==> config.mk <==
export PLATFORM = sky130hd
export DESIGN_NAME = regbank_hilo
export DESIGN_NICKNAME = d
export VERILOG_FILES = /design/src/rtl/regbank_pkg.sv /design/src/rtl/regbank_array.sv /design/src/rtl/regbank_rdport.sv /design/src/rtl/regbank_hilo_pair.sv /design/src/rtl/regbank_hilo.sv
export SDC_FILE = /design/constraint.sdc
export NUM_CORES = 2
export LEC_CHECK = 0
export ABC_AREA = 0
export BUFFER_PORTS_ARGS = -buffer_cell sky130_fd_sc_hd__buf_4
export CAP_MARGIN = 25
export CORE_ASPECT_RATIO = 2
export CORE_MARGIN = 2
export CORE_UTILIZATION = 45
export CTS_CLUSTER_SIZE = 10
export DETAILED_ROUTE_END_ITERATION = 7
export RECOVER_POWER = 25
export SLEW_MARGIN = 20
export SYNTH_ARGS = -nofsm -noshare
export SYNTH_HDL_FRONTEND = slang
export SYNTH_SLANG_ARGS = --single-unit
==> constraint.sdc <==
create_clock -name clk -period 3.7 [get_ports clk]
set_input_delay 0.74 -clock clk [delete_from_list [all_inputs] [get_ports clk]]
set_output_delay 0.74 -clock clk [all_outputs]
set_load 0.03 [all_outputs]
==> src/rtl/regbank_pkg.sv <==
package regbank_pkg;
   localparam int unsigned DEF_DATA_W   = 32;
   localparam int unsigned DEF_NUM_REGS = 32;

   typedef enum logic [0:0] {
      FWD_OFF = 1'b0,
      FWD_ON  = 1'b1
   } fwd_mode_e;
endpackage

==> src/rtl/regbank_array.sv <==
module regbank_array #(
   parameter int unsigned DATA_W   = 32,
   parameter int unsigned NUM_REGS = 32,
   parameter int unsigned ADDR_W   = $clog2(NUM_REGS)
) (
   input  logic                       clk,
   input  logic                       rst,
   input  logic                       wr_en,
   input  logic [ADDR_W-1:0]          wr_idx,
   input  logic [DATA_W-1:0]          wr_data,
   output logic [NUM_REGS*DATA_W-1:0] bank_flat
);
   genvar gi;
   generate
      for (gi = 0; gi < NUM_REGS; gi++) begin : g_entry
         if (gi == 0) begin : g_zero
            assign bank_flat[DATA_W-1:0] = '0;
         end else begin : g_store
            logic [DATA_W-1:0] q;
            always_ff @(posedge clk) begin
               if (rst)
                  q <= '0;
               else if (wr_en && (wr_idx == ADDR_W'(gi)))
                  q <= wr_data;
            end
            assign bank_flat[gi*DATA_W +: DATA_W] = q;
         end
      end
   endgenerate
endmodule

==> src/rtl/regbank_rdport.sv <==
module regbank_rdport
   import regbank_pkg::*;
#(
   parameter int unsigned DATA_W   = 32,
   parameter int unsigned NUM_REGS = 32,
   parameter int unsigned ADDR_W   = $clog2(NUM_REGS),
   parameter fwd_mode_e   FWD      = FWD_ON
) (
   input  logic [NUM_REGS*DATA_W-1:0] bank_flat,
   input  logic [ADDR_W-1:0]          rd_idx,
   input  logic                       wr_en,
   input  logic [ADDR_W-1:0]          wr_idx,
   input  logic [DATA_W-1:0]          wr_data,
   output logic [DATA_W-1:0]          rd_data
);
   logic [DATA_W-1:0] stored;

   always_comb begin
      stored = '0;
      for (int i = 0; i < NUM_REGS; i++) begin
         if (rd_idx == ADDR_W'(i))
            stored = bank_flat[i*DATA_W +: DATA_W];
      end
   end

   generate
      if (FWD == FWD_ON) begin : g_fwd
         logic hit;
         assign hit     = wr_en && (wr_idx != '0) && (wr_idx == rd_idx);
         assign rd_data = hit ? wr_data : stored;
      end else begin : g_plain
         logic unused_w;
         assign unused_w = wr_en ^ (^wr_idx) ^ (^wr_data);
         assign rd_data  = stored;
      end
   endgenerate
endmodule

==> src/rtl/regbank_hilo_pair.sv <==
module regbank_hilo_pair #(
   parameter int unsigned DATA_W = 32
) (
   input  logic                clk,
   input  logic                rst,
   input  logic                mdu_wr,
   input  logic [2*DATA_W-1:0] mdu_result,
   output logic [DATA_W-1:0]   hi_q,
   output logic [DATA_W-1:0]   lo_q
);
   always_ff @(posedge clk) begin
      if (rst) begin
         hi_q <= '0;
         lo_q <= '0;
      end else if (mdu_wr) begin
         hi_q <= mdu_result[2*DATA_W-1:DATA_W];
         lo_q <= mdu_result[DATA_W-1:0];
      end
   end
endmodule

==> src/rtl/regbank_hilo.sv <==
module regbank_hilo
   import regbank_pkg::*;
#(
   parameter int unsigned DATA_W   = DEF_DATA_W,
   parameter int unsigned NUM_REGS = DEF_NUM_REGS,
   parameter fwd_mode_e   FWD      = FWD_ON,
   localparam int unsigned ADDR_W  = $clog2(NUM_REGS),
   localparam int unsigned WIDE_W  = 2 * DATA_W
) (
   input  logic              clk,
   input  logic              rst,
   input  logic              wr_en,
   input  logic [ADDR_W-1:0] wr_idx,
   input  logic [DATA_W-1:0] wr_data,
   input  logic [ADDR_W-1:0] rd_a_idx,
   output logic [DATA_W-1:0] rd_a_data,
   input  logic [ADDR_W-1:0] rd_b_idx,
   output logic [DATA_W-1:0] rd_b_data,
   input  logic              mdu_wr,
   input  logic [WIDE_W-1:0] mdu_result,
   output logic [DATA_W-1:0] hi_q,
   output logic [DATA_W-1:0] lo_q
);
   generate
      if (DATA_W < 1) begin : g_bad_width
         $error("regbank_hilo: DATA_W must be at least 1");
      end
      if (NUM_REGS < 2 || (NUM_REGS & (NUM_REGS - 1)) != 0) begin : g_bad_depth
         $error("regbank_hilo: NUM_REGS must be a power of two of at least 2");
      end
   endgenerate

   logic [NUM_REGS*DATA_W-1:0] bank_flat;

   regbank_array #(
      .DATA_W(DATA_W), .NUM_REGS(NUM_REGS), .ADDR_W(ADDR_W)
   ) u_array (
      .clk(clk), .rst(rst), .wr_en(wr_en), .wr_idx(wr_idx),
      .wr_data(wr_data), .bank_flat(bank_flat)
   );

   regbank_rdport #(
      .DATA_W(DATA_W), .NUM_REGS(NUM_REGS), .ADDR_W(ADDR_W), .FWD(FWD)
   ) u_rd_a (
      .bank_flat(bank_flat), .rd_idx(rd_a_idx), .wr_en(wr_en),
      .wr_idx(wr_idx), .wr_data(wr_data), .rd_data(rd_a_data)
   );

   regbank_rdport #(
      .DATA_W(DATA_W), .NUM_REGS(NUM_REGS), .ADDR_W(ADDR_W), .FWD(FWD)
   ) u_rd_b (
      .bank_flat(bank_flat), .rd_idx(rd_b_idx), .wr_en(wr_en),
      .wr_idx(wr_idx), .wr_data(wr_data), .rd_data(rd_b_data)
   );

   regbank_hilo_pair #(
      .DATA_W(DATA_W)
   ) u_pair (
      .clk(clk), .rst(rst), .mdu_wr(mdu_wr), .mdu_result(mdu_result),
      .hi_q(hi_q), .lo_q(lo_q)
   );
endmodule

==> metrics.md, run 1 <==
| Metric | Value |
|---|---|
| Hpwl dp | `approximately 310,000 µm` |
| I/O Pins | `243` |
| Post-synth net total | `about 8,000` |
| Dpl cells | `between 10,000 and 15,000` |
| Post-synth ARST share | `0%` |
| Die width | `roughly 250 µm` |
| Outcome | `stopped before the end` |
| Number of global-route vias before repair | `85,000` |
| Number of enable flip-flop cells after synthesis | `0` |
| Yosys Warn Count | `0` |
| Initial Util | `approximately 45%` |
| Post-synthesis sequential area ratio | `a little under two fifths` |
| Gpl congestion | `1.20` |
| Pre-CTS setup slack | `-1.16 ns` |
| Htree depth | `3` |
| Pin count of the biggest net entering global routing | `113` |
| Clock buffer depth | `3` |
| Num CTS Buffers | `between 100 and 150` |
| Syn_area_per_cell | `between 7 and 8 µm²` |
| Synth Register Bits | `between 1,000 and 1,500` |
| Total grt overflow | `~1,300` |
| Post-CTS Hold Fix Bufs | `0` |
| Netlist Area Pre-Place | `approximately 0.056 mm²` |
| Clock Sinks | `approximately 1,100` |
| Run Error | `[ERROR GRT-0116] Global routing finished with congestion. Check the congestion regions in the DRC Viewer.` |
| Rows | `182` |
| IO Port Bufs | `242` |
| Die Height | `about 500 µm` |
| Clock tree root driver cell | `clkbuf_16` |
| Netlist cell types | `~90` |
| Cells after Synth | `7,892` |
| Post-synth top flop | `dfxtp_1` |
| Stopping stage | `global routing` |
| First-pass GRT wire length | `between 700,000 and 800,000 µm` |
| GRT Util Overall | `roughly four fifths` |
cells in the mapped netlist (all sizes together) (43+ instances only):
master | n | area (µm²)
a211oi | 56 | 420
a21oi | 1356 | 6790
a221oi | 81 | 709
a22o | 43 | 377
a22oi | 130 | 976
a31oi | 52 | 325
buf | 220 | 1170
clkbuf | 558 | 2120
dfxtp | 1056 | 21100
mux2i | 129 | 1290
nand2 | 2316 | 8690
nand3 | 99 | 500
nor2 | 411 | 1580
nor3 | 88 | 460
o21ai | 388 | 1940
o221ai | 74 | 648
o22ai | 199 | 1240
what timing repair did:
item,in CTS
endpoints found under the hold margin,0
pin swaps,289
setup buffers,167
resized for setup,1214
endpoints found under the setup margin,64
cloned,15
stage by stage:
step / util (%) / hold WS, ns / instance area, µm²
4_1_cts: 64.1 / 0.191 / 78900
2_1_floorplan: - / 0.436 / 55700
3_5_place_dp: 55.9 / 0.447 / 68800
3_3_place_gp: 55.9 / 0.442 / 68800
kinds of logic after synthesis:
group	count (synthesis)	synth area share (%)
DFF	1056	38.0
and+or+nand+nor	3149	23.2
muxes	175	3.49
xor gates and xnor gates	11	0.173
buffers and inverters	802	6.08
AOI/OAI and AO/OA	2699	29.1
per-layer routing:
metal	GRT overflow	track usage, %
met1	24	78.7
met2	763	96.0
met3	32	62.4
met4	473	83.6
met5	2	28.4
==> run 2, diff against run 1 <==
--- a/config.mk
+++ b/config.mk
@@ -8,11 +8,10 @@
 export ABC_AREA = 0
 export BUFFER_PORTS_ARGS = -buffer_cell sky130_fd_sc_hd__buf_4
 export CAP_MARGIN = 25
-export CORE_ASPECT_RATIO = 2
 export CORE_MARGIN = 2
-export CORE_UTILIZATION = 45
-export CTS_CLUSTER_SIZE = 10
+export CORE_UTILIZATION = 30
 export DETAILED_ROUTE_END_ITERATION = 7
+export PLACE_DENSITY_LB_ADDON = 0.15
 export RECOVER_POWER = 25
 export SLEW_MARGIN = 20
 export SYNTH_ARGS = -nofsm -noshare
==> run 2 against run 1 <==
Against the previous run: the flow now finishes, with violations (DRC, capacitance limit, slew limit, setup timing); area after synthesis unchanged; synthesized cell count did not move.
==> metrics.md, run 2 <==
| Metric | Value |
|---|---|
| Clock slew at reported path FFs | `0.06 ns` |
| Post-CTS Hold Fix Bufs | `0 (unchanged)` |
| Max reg flops | `between 900 and 1,000` |
| Dpl cells | `11,300 (was 10,300)` |
| Clock tree root driver cell | `clkbuf_16 (unchanged)` |
| Worst Setup Start Kind | `primary input` |
| Psw | `roughly 10,000 µW` |
| Largest register by flop count | `u_array.g_entry.g_store.q` |
| Req. time, crit path | `2.96 ns` |
| Commonest non-fill, non-tap cell in the layout | `nand2_1` |
| Flop pwr share | `between 30 and 40%` |
| Synth cell count leaders | `2,316 x nand2_1, 1,355 x a21oi_1, 1,056 x dfxtp_1 (unchanged)` |
| Critical path endpoint category | `output port` |
| CP arrival | `3.49 ns` |
| Hold Crit Start | `mdu_result[32]` |
| Post-synthesis sequential area ratio | `38.0% (unchanged)` |
| Gate power share | `21.0%` |
| Pin count of the biggest net entering global routing | `about 120` |
| Final hold vios | `0` |
| Clock Sinks | `1,056 (unchanged)` |
| DIE AREA | `~0.19 mm²` |
| Yosys Warn Count | `0 (unchanged)` |
| Synth top area share | `38.0% (unchanged)` |
| Tot Pwr | `32,600 µW` |
| FMAX | `about 240 MHz` |
| Synth Register Bits | `1,056 (unchanged)` |
| First-pass GRT wire length | `614,000 µm` |
| Worst setup path startpoint | `rd_a_idx[2]` |
| Post-synth net total | `8,007 (unchanged)` |
| I/O Pins | `243 (unchanged)` |
| Rows | `158 (was 182)` |
| Die width | `435 µm (was 253 µm)` |
| Final WS setup | `-0.528 ns` |
| Number of global-route vias before repair | `between 60,000 and 70,000` |
| Final period util | `114%` |
| CTS tree | `yes` |
| IO Port Bufs | `242 (unchanged)` |
| Fin. max-slew vios | `130` |
| Clock buffer depth | `3 (unchanged)` |
| Netlist cell types | `92 (unchanged)` |
| Gpl congestion | `1.09 (was 1.20)` |
| Tightest Pin Transition | `2.64 ns` |
| Switching share of power | `roughly a third` |
| Failing checks | `DRC, capacitance limit, slew limit, setup timing` |
| Count of non-filler cells in the finished layout | `11,900` |
| Setup TNS | `-21.24 ns` |
| Worst vdd ir | `0.383 mV` |
| Clk_lat worst skew | `just over 0.8 ns` |
| Number of enable flip-flop cells after synthesis | `0 (unchanged)` |
| Syn-to-layout area delta | `56.7%` |
| Power density cells | `374 mW/mm²` |
| Layout Nets | `9,369` |
| Max cap viols | `4` |
| Initial DRC Count | `roughly 13,000` |
| Syn_area_per_cell | `7.05 µm² (unchanged)` |
| Share of total power in the clock network | `a little over two fifths` |
| Buffers & Inverters on Critical Path | `7` |
| Worst setup path category | `in -> out` |
| DRC | `3` |
| Worst path max stage delay | `around 0.42 ns` |
| Slowest cell on crit path | `a21oi_2` |
| Cell mode on critical path | `buf_4` |
| RSZ-0062 raised after global routing | `yes` |
| Synth area leaders | `dfxtp_1 38%, nand2_1 16%, a21oi_1 12% (unchanged)` |
| Largest delay share family, worst path | `buffers and inverters` |
| Initial Util | `30.1% (was 45.3%)` |
| Pre-CTS setup slack | `-1.52 ns (was -1.16 ns)` |
| Post-DR vias/cell | `about 6.4` |
| Most frequent cell after synthesis | `nand2_1 (unchanged)` |
| Antenna violations before repair | `18` |
| Hold Crit Class | `in -> reg` |
| Die Height | `435 µm (was 501 µm)` |
| ANT nets after route | `0` |
| Post-synth ARST share | `0% (unchanged)` |
| Post-synth top flop | `dfxtp_1 (unchanged)` |
| Layout cells sized above 1 | `33.6%` |
| Top Registers | `u_array.g_entry.g_store.q x992, u_pair.hi_q x32, u_pair.lo_q x32` |
| Outcome | `complete, but fails checks (was stopped before the end)` |
| GRT Util Overall | `46.9%` |
| Hpwl dp | `348,000 µm (was 313,000 µm)` |
| Num CTS Buffers | `138 (was 117)` |
| FF-to-FF Start | `u_array.g_entry[17].g_store.q[30]` |
| Netlist Area Pre-Place | `0.0557 mm² (unchanged)` |
| Worst Skew | `0 ns` |
| Critical path peak fanout | `8` |
| Pre-Repair DR Iteration Count | `8` |
| Internal cell power | `22,200 µW` |
| Final Setup Violations | `113` |
| WL final | `~470,000 µm` |
| CORE AREA | `0.185 mm²` |
| Cells after Synth | `7,892 (unchanged)` |
| Leading area contributor after synthesis | `dfxtp_1 (unchanged)` |
| Vias | `about 75,000` |
| Worst-path cell chain | `buf_16 -> buf_12 -> buf_12 -> nand2b_1 -> buf_4 -> nor2_2 -> buf_4 -> nor2_1 -> o22ai_1 -> buf_4 -> nand4_1 -> o211ai_1 -> a21oi_2 -> buf_6` |
| Leakage power | `approximately 0.032 µW` |
| Worst rel slew slack | `-76.1%` |
| Total grt overflow | `0` |
| Minimum clock period | `~4.2 ns` |
| DR WL/cell | `a little under 40 µm` |
| Leading cell types in the layout, fill and taps excluded | `2,247 x nand2_1, 1,291 x buf_4, 1,271 x a21oi_1` |
| Htree depth | `4 (was 3)` |
-- run 2: final timing paths --
check,slack [ns],cells past startpoint,end
worst max-delay path,-0.53,14,rd_a_data[27]
worst min-delay path,0.15,3,u_pair.hi_q[0]
worst min register to register,0.46,2,u_array.g_entry[5].g_store.q[18]
worst max register to register,2.56,3,u_array.g_entry[17].g_store.q[30]
-- run 2: final cells by class --
cell class | instances | area, µm²
tap | 2480 | 3100
fill | 18500 | 97600
clock buffer | 193 | 3940
antenna | 14 | 35.0
timing repair buffer | 2000 | 20500
clock inverter | 53 | 643
sequential | 1056 | 21200
inverter | 24 | 104
multi-input combinational | 6034 | 37700
-- run 2: logic make-up (layout without fill, tap and decap cells) --
family                    after synthesis  count (layout)  share of synthesized area (%)
and+or+nand+nor                      3149            3149                           23.2
xor gates and xnor gates               11              11                          0.173
DFF                                  1056            1056                           38.0
buffers and inverters                 802            2270                           6.08
other                                   0              14                              0
muxes                                 175             175                           3.49
AOI/OAI and AO/OA                    2699            2699                           29.1
-- run 2: power groups by stage --
stage	sequential [µW]	clock [µW]	combinational (µW)
3_3_place_gp	11900	0	5230
2_1_floorplan	11900	0	1900
3_5_place_dp	11900	0	5220
4_1_cts	11600	14100	6240
5_1_grt	11600	14600	6800
6_report	11600	14100	6850
-- run 2: worst reg2reg max path, stage by stage (launching register included) --
cell	delay, ns
dfxtp_1	0.61
buf_4	0.22
nand2_1	0.05
a21oi_1	0.18
-- run 2: metal layers --
layer / track usage [%] / share of wire (%) / up-vias / routed length [µm]
met1: 64.4 / 40 / 37300 / 189000
met2: 63.2 / 38 / 6142 / 180000
met5: 0 / 0.020 / - / 92
li1: - / - / 30600 / -
met4: 29.2 / 7.8 / 14 / 36400
met3: 14.3 / 13 / 1331 / 62300
-- run 2: what timing repair did --
action,in CTS,in global routing
cloned,11,13
setup buffers,213,174
resized for setup,1544,550
pin swaps,352,349
setup endpoints to repair,64,64
-- run 2: stage by stage --
| stage | utilization, % | area (µm²) | hold slack, ns |
|---|---|---|---|
| global route | 47.2 | 87200 | 0.145 |
| finish | 47.2 | 87200 | 0.148 |
| detailed placement | 38.0 | 70300 | 0.454 |
| CTS | 45.2 | 83500 | 0.113 |
| global placement | 38.0 | 70300 | 0.445 |
| floorplan | - | 55700 | 0.436 |
Power figures use the tool's default switching activity.
